**src/rtl/usart_mode_pkg.sv**
```systemverilog
package usart_mode_pkg;
  localparam int REG_W     = 8;
  localparam int BIT_MODE  = 0;
  localparam int BIT_ATTN  = 1;
  localparam int BIT_BRK   = 2;
  localparam int BIT_CKS   = 3;
  localparam int BIT_TXDMA = 4;
  localparam int BIT_RXDMA = 5;
  localparam logic [REG_W-1:0] LIVE_MASK = 8'h3F;
endpackage

```
**src/rtl/umc_ctrl_reg.sv**
```systemverilog
module umc_ctrl_reg #(
  parameter int W = 8,
  parameter logic [W-1:0] MASK = '1,
  parameter int CLR_BIT = 1
) (
  input  logic         clk,
  input  logic         rst,
  input  logic         wr_en,
  input  logic [W-1:0] wr_data,
  input  logic         hw_clr,
  output logic [W-1:0] q
);
  logic [W-1:0] nxt;

  always_comb begin
    nxt = q;
    if (wr_en) nxt = wr_data & MASK;
    // hardware disarm takes priority over a same-cycle write
    if (hw_clr) nxt[CLR_BIT] = 1'b0;
  end

  always_ff @(posedge clk) begin
    if (rst) q <= '0;
    else     q <= nxt;
  end
endmodule

```
**src/rtl/umc_clk_route.sv**
```systemverilog
module umc_clk_route (
  input  logic sync_mode,
  input  logic ext_sel,
  input  logic baud_clk,
  input  logic sclk_in,
  output logic sclk_out,
  output logic sclk_oe,
  output logic shift_clk
);
  logic use_ext;

  always_comb begin
    use_ext   = sync_mode & ext_sel;
    sclk_oe   = sync_mode & ~ext_sel;
    sclk_out  = sclk_oe & baud_clk;
    shift_clk = use_ext ? sclk_in : baud_clk;
  end
endmodule

```
**src/rtl/umc_dma_gate.sv**
```systemverilog
module umc_dma_gate #(
  parameter int N = 2
) (
  input  logic [N-1:0] en,
  input  logic [N-1:0] flag,
  output logic [N-1:0] req
);
  for (genvar i = 0; i < N; i++) begin : g_ch
    assign req[i] = en[i] & flag[i];
  end
endmodule

```
**src/rtl/usart_mode_ctl.sv**
```systemverilog
module usart_mode_ctl
  import usart_mode_pkg::*;
(
  input  logic             clk,
  input  logic             rst,
  input  logic             wr_en,
  input  logic [REG_W-1:0] wr_data,
  output logic [REG_W-1:0] rd_data,
  input  logic             rx_frame_done,
  input  logic             rx_ninth_bit,
  input  logic             tx_buf_empty,
  input  logic             rx_buf_full,
  input  logic             tx_data_raw,
  input  logic             baud_clk,
  input  logic             sclk_in,
  output logic             sclk_out,
  output logic             sclk_oe,
  output logic             shift_clk,
  output logic             txd,
  output logic             sync_mode,
  output logic             attn_mode,
  output logic             dma_tx_req,
  output logic             dma_rx_req
);
  localparam int N_DMA = 2;

  logic [REG_W-1:0] ctl_q;
  logic             addr_hit;
  logic [N_DMA-1:0] dma_en, dma_flag, dma_req;

  assign addr_hit = rx_frame_done & rx_ninth_bit;

  umc_ctrl_reg #(.W(REG_W), .MASK(LIVE_MASK), .CLR_BIT(BIT_ATTN)) u_reg (
    .clk(clk), .rst(rst), .wr_en(wr_en), .wr_data(wr_data),
    .hw_clr(addr_hit), .q(ctl_q)
  );

  umc_clk_route u_clk (
    .sync_mode(ctl_q[BIT_MODE]), .ext_sel(ctl_q[BIT_CKS]),
    .baud_clk(baud_clk), .sclk_in(sclk_in),
    .sclk_out(sclk_out), .sclk_oe(sclk_oe), .shift_clk(shift_clk)
  );

  assign dma_en   = {ctl_q[BIT_RXDMA], ctl_q[BIT_TXDMA]};
  assign dma_flag = {rx_buf_full, tx_buf_empty};

  umc_dma_gate #(.N(N_DMA)) u_dma (.en(dma_en), .flag(dma_flag), .req(dma_req));

  assign dma_tx_req = dma_req[0];
  assign dma_rx_req = dma_req[1];
  assign txd        = tx_data_raw & ~ctl_q[BIT_BRK];
  assign sync_mode  = ctl_q[BIT_MODE];
  assign attn_mode  = ctl_q[BIT_ATTN];
  assign rd_data    = ctl_q;
endmodule

```
**config.mk**
```make
export PLATFORM = sky130hd
export DESIGN_NAME = usart_mode_ctl
export DESIGN_NICKNAME = d
export VERILOG_FILES = /design/src/rtl/usart_mode_pkg.sv /design/src/rtl/umc_ctrl_reg.sv /design/src/rtl/umc_clk_route.sv /design/src/rtl/umc_dma_gate.sv /design/src/rtl/usart_mode_ctl.sv
export SDC_FILE = /design/constraint.sdc
export NUM_CORES = 1
export LEC_CHECK = 0
export ABC_AREA = 1
export ABC_CLOCK_PERIOD_IN_PS = 800
export BUFFER_PORTS_ARGS = -buffer_cell sky130_fd_sc_hd__buf_2
export CORE_AREA = 2 2 39 41
export CTS_BUF_LIST = sky130_fd_sc_hd__clkbuf_8
export DETAILED_ROUTE_END_ITERATION = 7
export DIE_AREA = 0 0 41 43
export PLACE_DENSITY_LB_ADDON = 0.1
export SYNTH_ARGS = -nofsm -noshare
export SYNTH_HDL_FRONTEND = slang
export SYNTH_SLANG_ARGS = --single-unit
export TNS_END_PERCENT = 100
```
**constraint.sdc**
```tcl
create_clock -name clk -period 0.8 [get_ports clk]
set_clock_uncertainty 0.05 [all_clocks]
set_input_delay 0.08 -clock clk [delete_from_list [all_inputs] [get_ports clk]]
set_output_delay 0.08 -clock clk [all_outputs]
set_load 0.005 [all_outputs]
```
==> results, run 1 <==
- After clock tree synthesis, the clock-pin slew on the worst setup and hold paths is 40 ps.
- The synthesized instance count is 50.
- u_reg.q holds more flip-flops than any other register.
- Of the synthesized area, sequential elements account for 0.375.
- Across the run, the number of max-cap violations was 0.
- The global-route usage over all layers is 0.103.
- The post-route fraction of the period consumed by the critical path is 1.24.
- After legalization and detailed placement, the total HPWL measured 585 um.
- The total count of max-transition violations in the final report is 0.
- The largest total area in the synthesized netlist belongs to sky130_fd_sc_hd__dfxtp_1.
- For the worst-skew pair, the clock arrives at the later sink with an insertion delay of 220 ps.
- In the detailed route, the total length drawn on met2 is 338 um.
- Setup repair after global routing could not meet its margin everywhere.
- The required time reported for the critical path endpoint is 670 ps.
- The signal arrival time at the worst endpoint is 860 ps.
- The die footprint is 1760 um2.
- Once routing completed, OpenROAD measured the worst setup slack at -190 ps.
- The worst setup path is captured at an output port.
- In the final design database the tool counted 99 nets.
- The flop and latch count out of synthesis is 6.
- The count of unresolved DRC violations after routing is 0.
- Ranked by total cell area, the synthesized netlist is headed by sky130_fd_sc_hd__dfxtp_1 38%, sky130_fd_sc_hd__nor2_1 14%, sky130_fd_sc_hd__buf_4 12%.
- 0 antenna diodes ended up in the layout.
- The checks that failed: negative setup slack.
- Entering global routing, the biggest net connects 8 pins.
- The first-pass GRT wire length is 1190 um.
- The post-route total power is 948 uW.
- The weighted congestion at the end of routability-driven global placement is 0.633.
- 34 I/O pins were placed.
- The final count of negative-setup-slack endpoints is 9.
- The count of nets left with antenna violations once routing finished came out at 0.
- The critical path in this run is classified as flip-flop to output port.
- The length of the first detailed-routing pass in iterations is 2.
- Counting the buffers created by CTS gives 3.
- CTS built an H-tree with a depth of 1.
- The number of warnings issued by yosys is 0.
- The horizontal extent of the die is 41 um.
- The flip-flop count of the largest register, all copies and words added is 6.
- The tree built by TritonCTS fans out to 6 sinks.
- The number of buffers between clock root and the deepest sink is 2.
- The number of antenna violations at the first check in global routing is 0.
- The CTS tree is built.
- The leftover overflow at the end of global routing is 0.
- The total power density per cell area is 1820 nW/um2.
- The routed metal-1 wirelength is 307 um.
- Dividing the detail-routed wire length by the instance count gives 7.89 um.
- The via count of the first global-routing pass is 319.
- In this run the worst hold path is classified as input port to flip-flop.
- The via-per-instance ratio is 3.93.
- Detailed routing placed a total of 91 um of wire on met3.
- Summing over every cut layer, the via total after detailed routing is 373.
- The share of final-layout standard cells stronger than drive strength 1 is 0.557.
- Across all register-to-register paths, the minimum setup slack is 30 ps.
- In this run the tool buffered the top-level ports with 29 buffer cells.
- The initial standard-cell utilization of the core is 0.231.
- After synthesis the cells add up to 320 um2.
- The top-area cell type share of the netlist area is 0.375.
- After synthesis, the netlist uses 12 different library cells.
- The leakage dissipation is 0.319 nW.
- Wires add up to 750 um.
- For the finished layout, the period the worst path requires is 990 ps.
- In this run the vertical extent of the chip is 43 um.
- The floorplan step defined a core boundary enclosing 1380 um2.
- Post-CTS timing repair inserted 0 buffers for setup.
- Averaged over all synthesized cells, the footprint is 6.41 um2.
- The flow ran to the end, but the final reports show violations.
- The layout-stage area growth over the synthesis result is 62.9%.
- The largest registers in the layout are u_reg.q: 6 flops.
- Of all nets on the critical path, the largest fanout is 4.
- In this run the clock root is driven by a sky130_fd_sc_hd__clkbuf_8.
- The critical path launch point type is a flip-flop.
- In this run the top signal layer used is met4.
- The final hold violation count was 0.
- VDD sags by at most 0.000876 V.
- Timing would allow up to 1010 MHz.
- At the end of the flow the core is filled with cells to 0.377.
- The initialized floorplan defines 14 standard-cell rows.
- In this run, the number of DRC markers left after iteration 0 of detailed routing was 2.
## power breakdown
| group | internal [mW] | switching (mW) |
|---|---|---|
| registers | 0.325 | 0.0176 |
| clock network | 0.323 | 0.126 |
| logic | 0.0855 | 0.0715 |
| total | 0.733 | 0.215 |
## per-stage QoR
| stage | instances | hold WS (ps) | worst slack, ps | TNS (ps) | cell area (um2) |
|---|---|---|---|---|---|
| after floorplan | 51 | 165 | 9.30 | 0 | 324 |
| after global placement | 92 | 257 | -33.8 | -44.5 | 459 |
| after detailed placement | 92 | 258 | -43.0 | -43.1 | 459 |
| after CTS | 95 | 33.9 | -205 | -984 | 522 |
| after global routing | 95 | 36.0 | -249 | -1280 | 522 |
| final | 95 | 31.7 | -190 | -884 | 522 |
## cells by family (layout without fill, tap and decap cells)
logic type | Yosys count | after routing | synth area share
simple gates | 25 | 25 | 0.324
flops | 6 | 6 | 0.375
buf+inv | 13 | 41 | 0.211
compound gates | 5 | 5 | 0.0781
other cells | 1 | 2 | 0.0117
## worst max-delay path, cell delays in order, from the launching register on
cell,delay [ps]
sky130_fd_sc_hd__dfxtp_2,340
sky130_fd_sc_hd__inv_2,40
sky130_fd_sc_hd__nor3b_2,130
sky130_fd_sc_hd__buf_2,120
## synthesized netlist by cell type
library cell	number
sky130_fd_sc_hd__o21ai_0	5
sky130_fd_sc_hd__conb_1	1
sky130_fd_sc_hd__nor2_2	1
sky130_fd_sc_hd__nand2_2	1
sky130_fd_sc_hd__nor2_1	12
sky130_fd_sc_hd__inv_1	7
sky130_fd_sc_hd__nor3b_1	1
sky130_fd_sc_hd__nand3_1	1
sky130_fd_sc_hd__buf_4	5
sky130_fd_sc_hd__nand2_1	9
sky130_fd_sc_hd__inv_2	1
sky130_fd_sc_hd__dfxtp_1	6
## cell type report
| class | instances | area [um2] |
|---|---|---|
| inverter | 8 | 30.0 |
| sequential | 6 | 130 |
| timing repair buffer | 30 | 159 |
| fill | 160 | 862 |
| multi-input combinational | 32 | 141 |
| tap | 16 | 20.0 |
| clock buffer | 3 | 41.3 |
## worst paths after layout
path / from / endpoint / cells past startpoint
max: u_reg.q[0]$_SDFFE_PP0P_ / sclk_out / 3
min: wr_data[3] / u_reg.q[3]$_SDFFE_PP0P_ / 3
max reg2reg: u_reg.q[0]$_SDFFE_PP0P_ / u_reg.q[0]$_SDFFE_PP0P_ / 3
min reg2reg: u_reg.q[2]$_SDFFE_PP0P_ / u_reg.q[2]$_SDFFE_PP0P_ / 2
## placed cells by master, fill, tap and decap left out
master	netlist	layout
sky130_fd_sc_hd__o21ai_0	5	4
sky130_fd_sc_hd__nor3b_2	0	1
sky130_fd_sc_hd__nand2_2	1	1
sky130_fd_sc_hd__dfxtp_4	0	1
sky130_fd_sc_hd__inv_2	1	2
sky130_fd_sc_hd__buf_2	0	28
sky130_fd_sc_hd__buf_6	0	1
sky130_fd_sc_hd__o21ai_1	0	1
sky130_fd_sc_hd__nor2_1	12	12
sky130_fd_sc_hd__clkbuf_8	0	3
sky130_fd_sc_hd__dfxtp_2	0	5
sky130_fd_sc_hd__inv_1	7	6
sky130_fd_sc_hd__buf_4	5	1
sky130_fd_sc_hd__nor2_2	1	1
sky130_fd_sc_hd__nand2_1	9	9
sky130_fd_sc_hd__conb_1	1	2
sky130_fd_sc_hd__nand3_1	1	1
## layer usage
metal / vias up / global-route usage
li1: 199 / -
met1: 151 / 0.110
met2: 21 / 0.156
met3: 2 / 0.0471
met4: 0 / 0.0600
met5: - / 0
## timing repair
action	CTS	global route
resized for setup	11	0
setup endpoints to repair	15	14
hold buffers	0	0
pin swaps	1	1
Power figures use the tool's default switching activity.
==> run 2, diff against run 1 <==
ABC_CLOCK_PERIOD_IN_PS = 930   (was 800)
clock period = 0.93 ns   (was 0.8 ns; I/O delays follow)
==> results, run 2 (synthesis results as in run 1) <==
- Power spread over the standard cell area amounts to 1580 nW/um2.
- The via count of the first global-routing pass is 305.
- The detailed-route wire length per cell is 7.92 um.
- Counting instances, the worst hold path has a depth of 3.
- The highest ir drop seen on vdd is 0.000735 V.
- Subtracting the final worst setup slack from the clock period gives 997 ps.
- The detail route stage leaves a number of antenna-violating nets equal to 0.
- Once routing completed, OpenROAD measured the worst setup slack at -67.3 ps.
- The total count of max-transition violations in the final report is 0.
- The largest registers in the layout are u_reg.q: 6 flops.
- The sum of negative setup slack is -122 ps.
- Compared with the post-synthesis result, the final layout area differs by 59.8%.
- The fill cell total of the finished layout is 165.
- The final count of negative-setup-slack endpoints is 4.
- The post-route fraction of the period consumed by the critical path is 1.07.
- Across every metal layer, demand over resource in global routing totals 0.0985.
- The final hold violation count is 0.
- The post-place instance area is 459 um2.
- In the routed layout, each cell is associated on average with a via count of 3.87.
- The height of the die is 43 um.
- The final net count is 99.
- Registers take 126 um2.
- For this design, the CTS-stage hold fixing added 0 buffers.
- The total via count after detailed routing is 368.
- u_reg.q holds more flip-flops than any other register.
- The area inside the core boundary is 1380 um2.
- The worst hold path belongs to the class input port to flip-flop.
- The maximum level of the CTS H-tree is 1.
- For this design the top-level I/O count stands at 34.
- The initial standard-cell utilization of the core is 0.231.
- The number of antenna violations at the first check in global routing came to 0.
- The most common cell after layout, fill and taps aside is sky130_fd_sc_hd__buf_2.
- The number of setup buffers added after CTS is 0.
- The register with the most flip-flops in the layout has 6 of them.
- The critical path launch point type is a flip-flop.
- Of the cells placed in the final design, the portion with a size suffix greater than 1 is 0.519.
- In this run the tool buffered the top-level ports with 29 buffer cells.
- At the worst endpoint, the arrival time is 850 ps.
- The top cell types in the final layout, fill and taps aside, are 29 x sky130_fd_sc_hd__buf_2, 12 x sky130_fd_sc_hd__nor2_1, 9 x sky130_fd_sc_hd__nand2_1.
- Setup repair after global routing could not meet its margin everywhere.
- The congestion estimate from routability-driven global placement came to 0.633.
- The depth of the worst register-to-register path is 3.
- Summed over all layers, the routed wires come to 752 um.
- The total clock sinks is 6.
- 0 antenna diodes ended up in the layout.
- The buffer type at the clock tree root is sky130_fd_sc_hd__clkbuf_8.
- The tool flagged a number of max-cap violations equal to 0.
- At the later pin of the worst-skew pair, clock insertion delay measures 220 ps.
- At the end of the flow the core is filled with cells to 0.370.
- TritonCTS built the clock tree.
- The horizontal extent of the die is 41 um.
- The leakage dissipation is 0.317 nW.
- The first-pass GRT wire length is 1150 um.
- For this run, the detailed router's first-pass iteration total came to 1.
- After the first detailed-routing iteration, the DRC count stood at 0.
- Counting the buffers created by CTS gives 3.
- The die covers 1760 um2.
- The worst setup path is captured at an output port.
- The multi-input combinational cells in the finished layout cover a total of 141 um2.
- Entering global routing, the biggest net connects 8 pins.
- Counting along the longest clock path gives a buffer depth of 2.
- Along the worst path, the maximum fanout reaches 4.
- The final reports fail on negative setup slack.
- Detailed placement ended at an HPWL of 575 um.
- The final-layout worst hold slack is 46.0 ps.
- After routing the design area is 512 um2.
- In this run the core area contains 14 standard-cell rows.
- The top achievable clock speed is 1000 MHz.
- The required time reported for the critical path endpoint is 790 ps.
- The post-cts repair resize count is 5.
- After clock tree synthesis, the clock-pin slew on the worst setup and hold paths is 40 ps.
- The critical path in this run is classified as flip-flop to output port.
- The leftover overflow at the end of global routing is 0.
- The run finished, with violations left.
- After detailed routing, the number of remaining DRC violations is 0.
run 2: cell count changes in the layout (fill, tap and decap cells not counted):
cell / delta
sky130_fd_sc_hd__dfxtp_1: +3
sky130_fd_sc_hd__dfxtp_2: -3
sky130_fd_sc_hd__buf_2: +1
sky130_fd_sc_hd__buf_6: -1
sky130_fd_sc_hd__o21ai_0: +1
sky130_fd_sc_hd__o21ai_1: -1
run 2: layout make-up:
type | count | area share
well taps | 16 | 0.0391
inverters | 8 | 0.0587
repair buffers | 30 | 0.298
flip-flops and latches | 6 | 0.247
multi-input cells | 32 | 0.276
clock buffers | 3 | 0.0807
run 2: path summary, 6_finish.rpt:
kind	startpoint	to	slack, ps
worst max-delay path	u_reg.q[0]$_SDFFE_PP0P_	sclk_out	-70
worst min-delay path	wr_data[3]	u_reg.q[3]$_SDFFE_PP0P_	50
worst max register to register	u_reg.q[0]$_SDFFE_PP0P_	u_reg.q[0]$_SDFFE_PP0P_	130
worst min register to register	u_reg.q[5]$_SDFFE_PP0P_	u_reg.q[5]$_SDFFE_PP0P_	470
run 2: where the power goes:
| group | total (mW) | switching [mW] | internal [mW] |
|---|---|---|---|
| clock network | 0.387 | 0.109 | 0.278 |
| registers | 0.292 | 0.0142 | 0.277 |
| logic | 0.132 | 0.0616 | 0.0699 |
| total | 0.810 | 0.185 | 0.625 |
run 2: per-layer routing:
| layer | global-route usage | up-vias | wire (um) |
|---|---|---|---|
| li1 | - | 201 | - |
| met2 | 0.150 | 19 | 341 |
| met3 | 0.0314 | 2 | 78 |
| met5 | 0 | - | 0 |
| met4 | 0.0600 | 0 | 6 |
| met1 | 0.113 | 146 | 325 |
run 2: per-stage QoR:
step | power (mW) | setup WS [ps] | std cells
after detailed placement | 0.426 | 84.3 | 92
after floorplan | 0.364 | 126 | 51
after global routing | 0.867 | -144 | 95
after global placement | 0.426 | 75.0 | 92
after CTS | 0.827 | -80.1 | 95
final | 0.810 | -67.3 | 95
run 2: critical path, cell delays in order, from the launching register on:
cell and delay (ps):
sky130_fd_sc_hd__dfxtp_2 340, sky130_fd_sc_hd__inv_2 40, sky130_fd_sc_hd__nor3b_2 130, sky130_fd_sc_hd__buf_2 120
==> run 3, diff against run 2 <==
SYNTH_HIERARCHICAL = 1   (was not set)
==> results, run 3 <==
- The required time reported for the critical path endpoint is 790 ps.
- The number of flops mapped to enable cells by yosys is 0.
- The fill cell total of the finished layout is 175.
- The maximum number of pins on one net before global-route repair is 13.
- The number of antenna violations at the first check in global routing is 0.
- The via count of the first global-routing pass was 299.
- By area the synthesized netlist is led by sky130_fd_sc_hd__dfxtp_1 34%, sky130_fd_sc_hd__nand2_1 20%, sky130_fd_sc_hd__inv_1 15%.
- The critical path crosses 4 cells after its start point.
- In this run the register-to-register setup slack is 280 ps.
- Together, buffers and inverters on the worst path number 2.
- The flip-flop cell with the highest count after synthesis is sky130_fd_sc_hd__dfxtp_1.
- The area of all placed cells without fillers is 539 um2.
- The total count of max-transition violations in the final report is 0.
- The final count of negative-setup-slack endpoints is 3.
- Leaving out fill and tap cells, the most frequent cell in the layout is sky130_fd_sc_hd__buf_2.
- Walking the worst path, the cells encountered are inv_2, nand2_2, nor2_2, buf_2.
- The root buffer cell chosen for the clock tree is sky130_fd_sc_hd__clkbuf_8.
- The type of the most critical hold path is input port to flip-flop.
- The total power density per cell area is 1510 nW/um2.
- The clock insertion delay at the later pin of the skew report is 220 ps.
- The signal arrival time at the worst endpoint is 840 ps.
- Summing every instance area after synthesis gives 355 um2.
- The horizontal extent of the die is 41 um.
- Excluding fillers, the count of instances in the completed layout stands at 105.
- The top achievable clock speed is 1020 MHz.
- The kind of cell with the highest combined delay on the critical path is flip-flops.
- The post-place instance area is 483 um2.
- The sum of routed wire length over all layers is 745 um.
- Yosys instantiated no cell more often than sky130_fd_sc_hd__nand2_1.
- In this run the worst path has a maximum fanout of 5.
- STA classifies the critical path endpoint as an output port.
- The count of boundary I/O pins is 34.
- The flop and latch count out of synthesis is 6.
- The worst-case setup slack after placement is 104 ps.
- The critical path is of the flip-flop to output port type.
- The CTS tree is built.
- The smallest clock period supported by the final layout is computed as 980 ps.
- The first global-routing pass estimated 1140 um of wire.
- Once placement completed, the tool counted placed cells totaling 102.
- The pre-antenna-repair detailed-routing pass consisted of 2 iterations.
- After detailed routing, the number of remaining DRC violations is 0.
- The average cell area after synthesis is 5.83 um2.
- The initial standard-cell utilization of the core is 0.257.
- In this run the core area contains 14 standard-cell rows.
- For this run, asynchronously set or reset flops after synthesis account for 0.
- The number of setup buffers added after CTS is 0.
- The tree built by TritonCTS fans out to 6 sinks.
- The total via count after detailed routing is 394.
- The depth of the worst register-to-register path is 2.
- The detailed-route wire length per cell is 7.10 um.
- The share of final-layout standard cells stronger than drive strength 1 is 0.461.
- The register containing the most flip-flops in the final layout is u_reg/q.
- The highest ir drop seen on vdd is 0.000568 V.
- The startpoint of the worst register-to-register path is u_reg/q[3]$_SDFFE_PP0P_.
- The largest total area in the synthesized netlist belongs to sky130_fd_sc_hd__dfxtp_1.
- The detailed router's first-iteration violation count is 4.
- The final hold violation count is 0.
- Summing all flip-flop and latch instances after layout gives 130 um2.
- The number of warnings issued by yosys is 6.
- Along the worst hold path, the cell count comes to 4.
- Relative to the synthesized area, the layout overhead comes to 51.8%.
- The register area share after synthesis is 0.338.
- The startpoint of the most critical hold path is rst.
- The number of antenna-violating nets in the routed design is 0.
- In the final layout, the registers with the most flip-flops are u_reg/q: 6 flops.
- Across every metal layer, demand over resource in global routing totals 0.0985.
- Summing all multi-input logic gate instances after layout gives 150 um2.
- The final net count is 109.
- Across the run, the number of max-cap violations was 0.
- The slack of the critical path is -50.0 ps.
- The clock transition time at the flip-flop clock pins of the worst setup and hold paths is 40 ps.
- The leftover overflow at the end of global routing is 0.
- After detailed routing, the number of vias per cell comes to 3.75.
- The estimated wirelength of the detail-placed design is 571 um.
- The maximum level of the CTS H-tree is 1.
- The flow ran to the end, but the final reports show violations.
- For this run, the slowest stage of the critical path takes 350 ps.
- At the end of routability-driven placement, the weighted congestion stood at 0.665.
- The library cells used most frequently in the layout, excluding fill and tap cells, are 29 x sky130_fd_sc_hd__buf_2, 17 x sky130_fd_sc_hd__nand2_1, 13 x sky130_fd_sc_hd__inv_1, 13 x sky130_fd_sc_hd__nor2_1, 3 x sky130_fd_sc_hd__clkbuf_8.
- The endpoint of the lowest-slack register-to-register path is u_reg/q[3]$_SDFFE_PP0P_.
- TritonCTS created 3 clock buffers.
- By count the netlist is led by 19 x sky130_fd_sc_hd__nand2_1, 14 x sky130_fd_sc_hd__inv_1, 13 x sky130_fd_sc_hd__nor2_1.
- During placement, the flow inserted port buffers numbering 29.
- 0 antenna diodes ended up in the layout.
- Of the available clock period, the critical path in the final layout requires 1.05.
- The top-area cell type share of the netlist area is 0.338.
- The floorplan step defined a die boundary enclosing 1760 um2.
- No sink is reached through more buffers than the 2 on the longest clock path.
- The checks that failed: negative setup slack.
- The worst-path cell with the longest stage delay is sky130_fd_sc_hd__dfxtp_4.
- Synthesis produced 61 cells.
- STA classifies the critical path startpoint as a flip-flop.
- Setup repair after global routing could not meet its margin everywhere.
- The path with the worst hold slack has its endpoint at u_reg/q[1]$_SDFFE_PP0P_.
- From bottom edge to top edge, the die measures 43 um.
- The unique cell type count in the Yosys netlist is 9.
- In this run the static leakage power is 0.369 nW.
- The floorplan step defined a core boundary enclosing 1380 um2.
- The register with the most flip-flops in the layout has 6 of them.
==> run 3: changes by cell type in the layout (fill, tap and decap cells not counted), sizes merged <==
cell	change
nand2	+9
inv	+6
o21ai	-5
nor2	+2
buf	-1
nor3b	-1
==> run 3: repair_timing <==
action                     in CTS  in global routing
cloned                          0                  0
hold endpoints to repair        0                  0
hold buffers                    0                  0
pin swaps                       1                  0
gates resized for setup         7                  2
setup endpoints to repair       3                  5
==> run 3: routing by layer <==
metal | track usage | vias up | wire length [um]
met2 | 0.131 | 19 | 347
met4 | 0.100 | 0 | 12
met1 | 0.123 | 154 | 314
met5 | 0 | - | 0
li1 | - | 219 | -
met3 | 0.0157 | 2 | 69
==> run 3: area by class of cell <==
class | count | area share
Inverter | 14 | 0.0974
Tap cell | 16 | 0.0371
Timing Repair Buffer | 29 | 0.269
Clock buffer | 3 | 0.0766
Sequential cell | 6 | 0.241
Multi-Input combinational cell | 37 | 0.278
==> run 3: worst max path at each step <==
stage	to	start
2_1_floorplan	sclk_out	u_reg/q[0]$_SDFFE_PP0P_
3_3_place_gp	sclk_oe	u_reg/q[3]$_SDFFE_PP0P_
3_5_place_dp	sclk_oe	u_reg/q[3]$_SDFFE_PP0P_
4_1_cts	sclk_out	u_reg/q[3]$_SDFFE_PP0P_
5_1_grt	sclk_out	u_reg/q[3]$_SDFFE_PP0P_
6_report	sclk_out	u_reg/q[3]$_SDFFE_PP0P_
==> run 3: kinds of logic after synthesis <==
logic type / share of synthesized area
simple gates: 0.387
other cells: 0.0106
flops: 0.338
buf+inv: 0.264
==> run 3: power breakdown <==
group	internal, mW	switching, mW	total (mW)
Sequential	0.277	0.0175	0.294
Clock	0.278	0.108	0.386
Combinational	0.0709	0.0645	0.135
Total	0.625	0.190	0.816
==> run 3: per-stage QoR <==
step	setup TNS [ps]	total power, mW	utilization	hold WS [ps]
after floorplan	0	0.376	-	188
after global placement	0	0.431	0.349	303
after detailed placement	0	0.433	0.349	311
after CTS	-173	0.835	0.388	75.3
after global routing	-289	0.877	0.390	111
final	-136	0.816	0.390	76.0
==> run 3: worst reg2reg max path: stages (launching register included) <==
cell and delay, ps:
sky130_fd_sc_hd__dfxtp_4 350, sky130_fd_sc_hd__nor2_1 100, sky130_fd_sc_hd__nor2_1 50
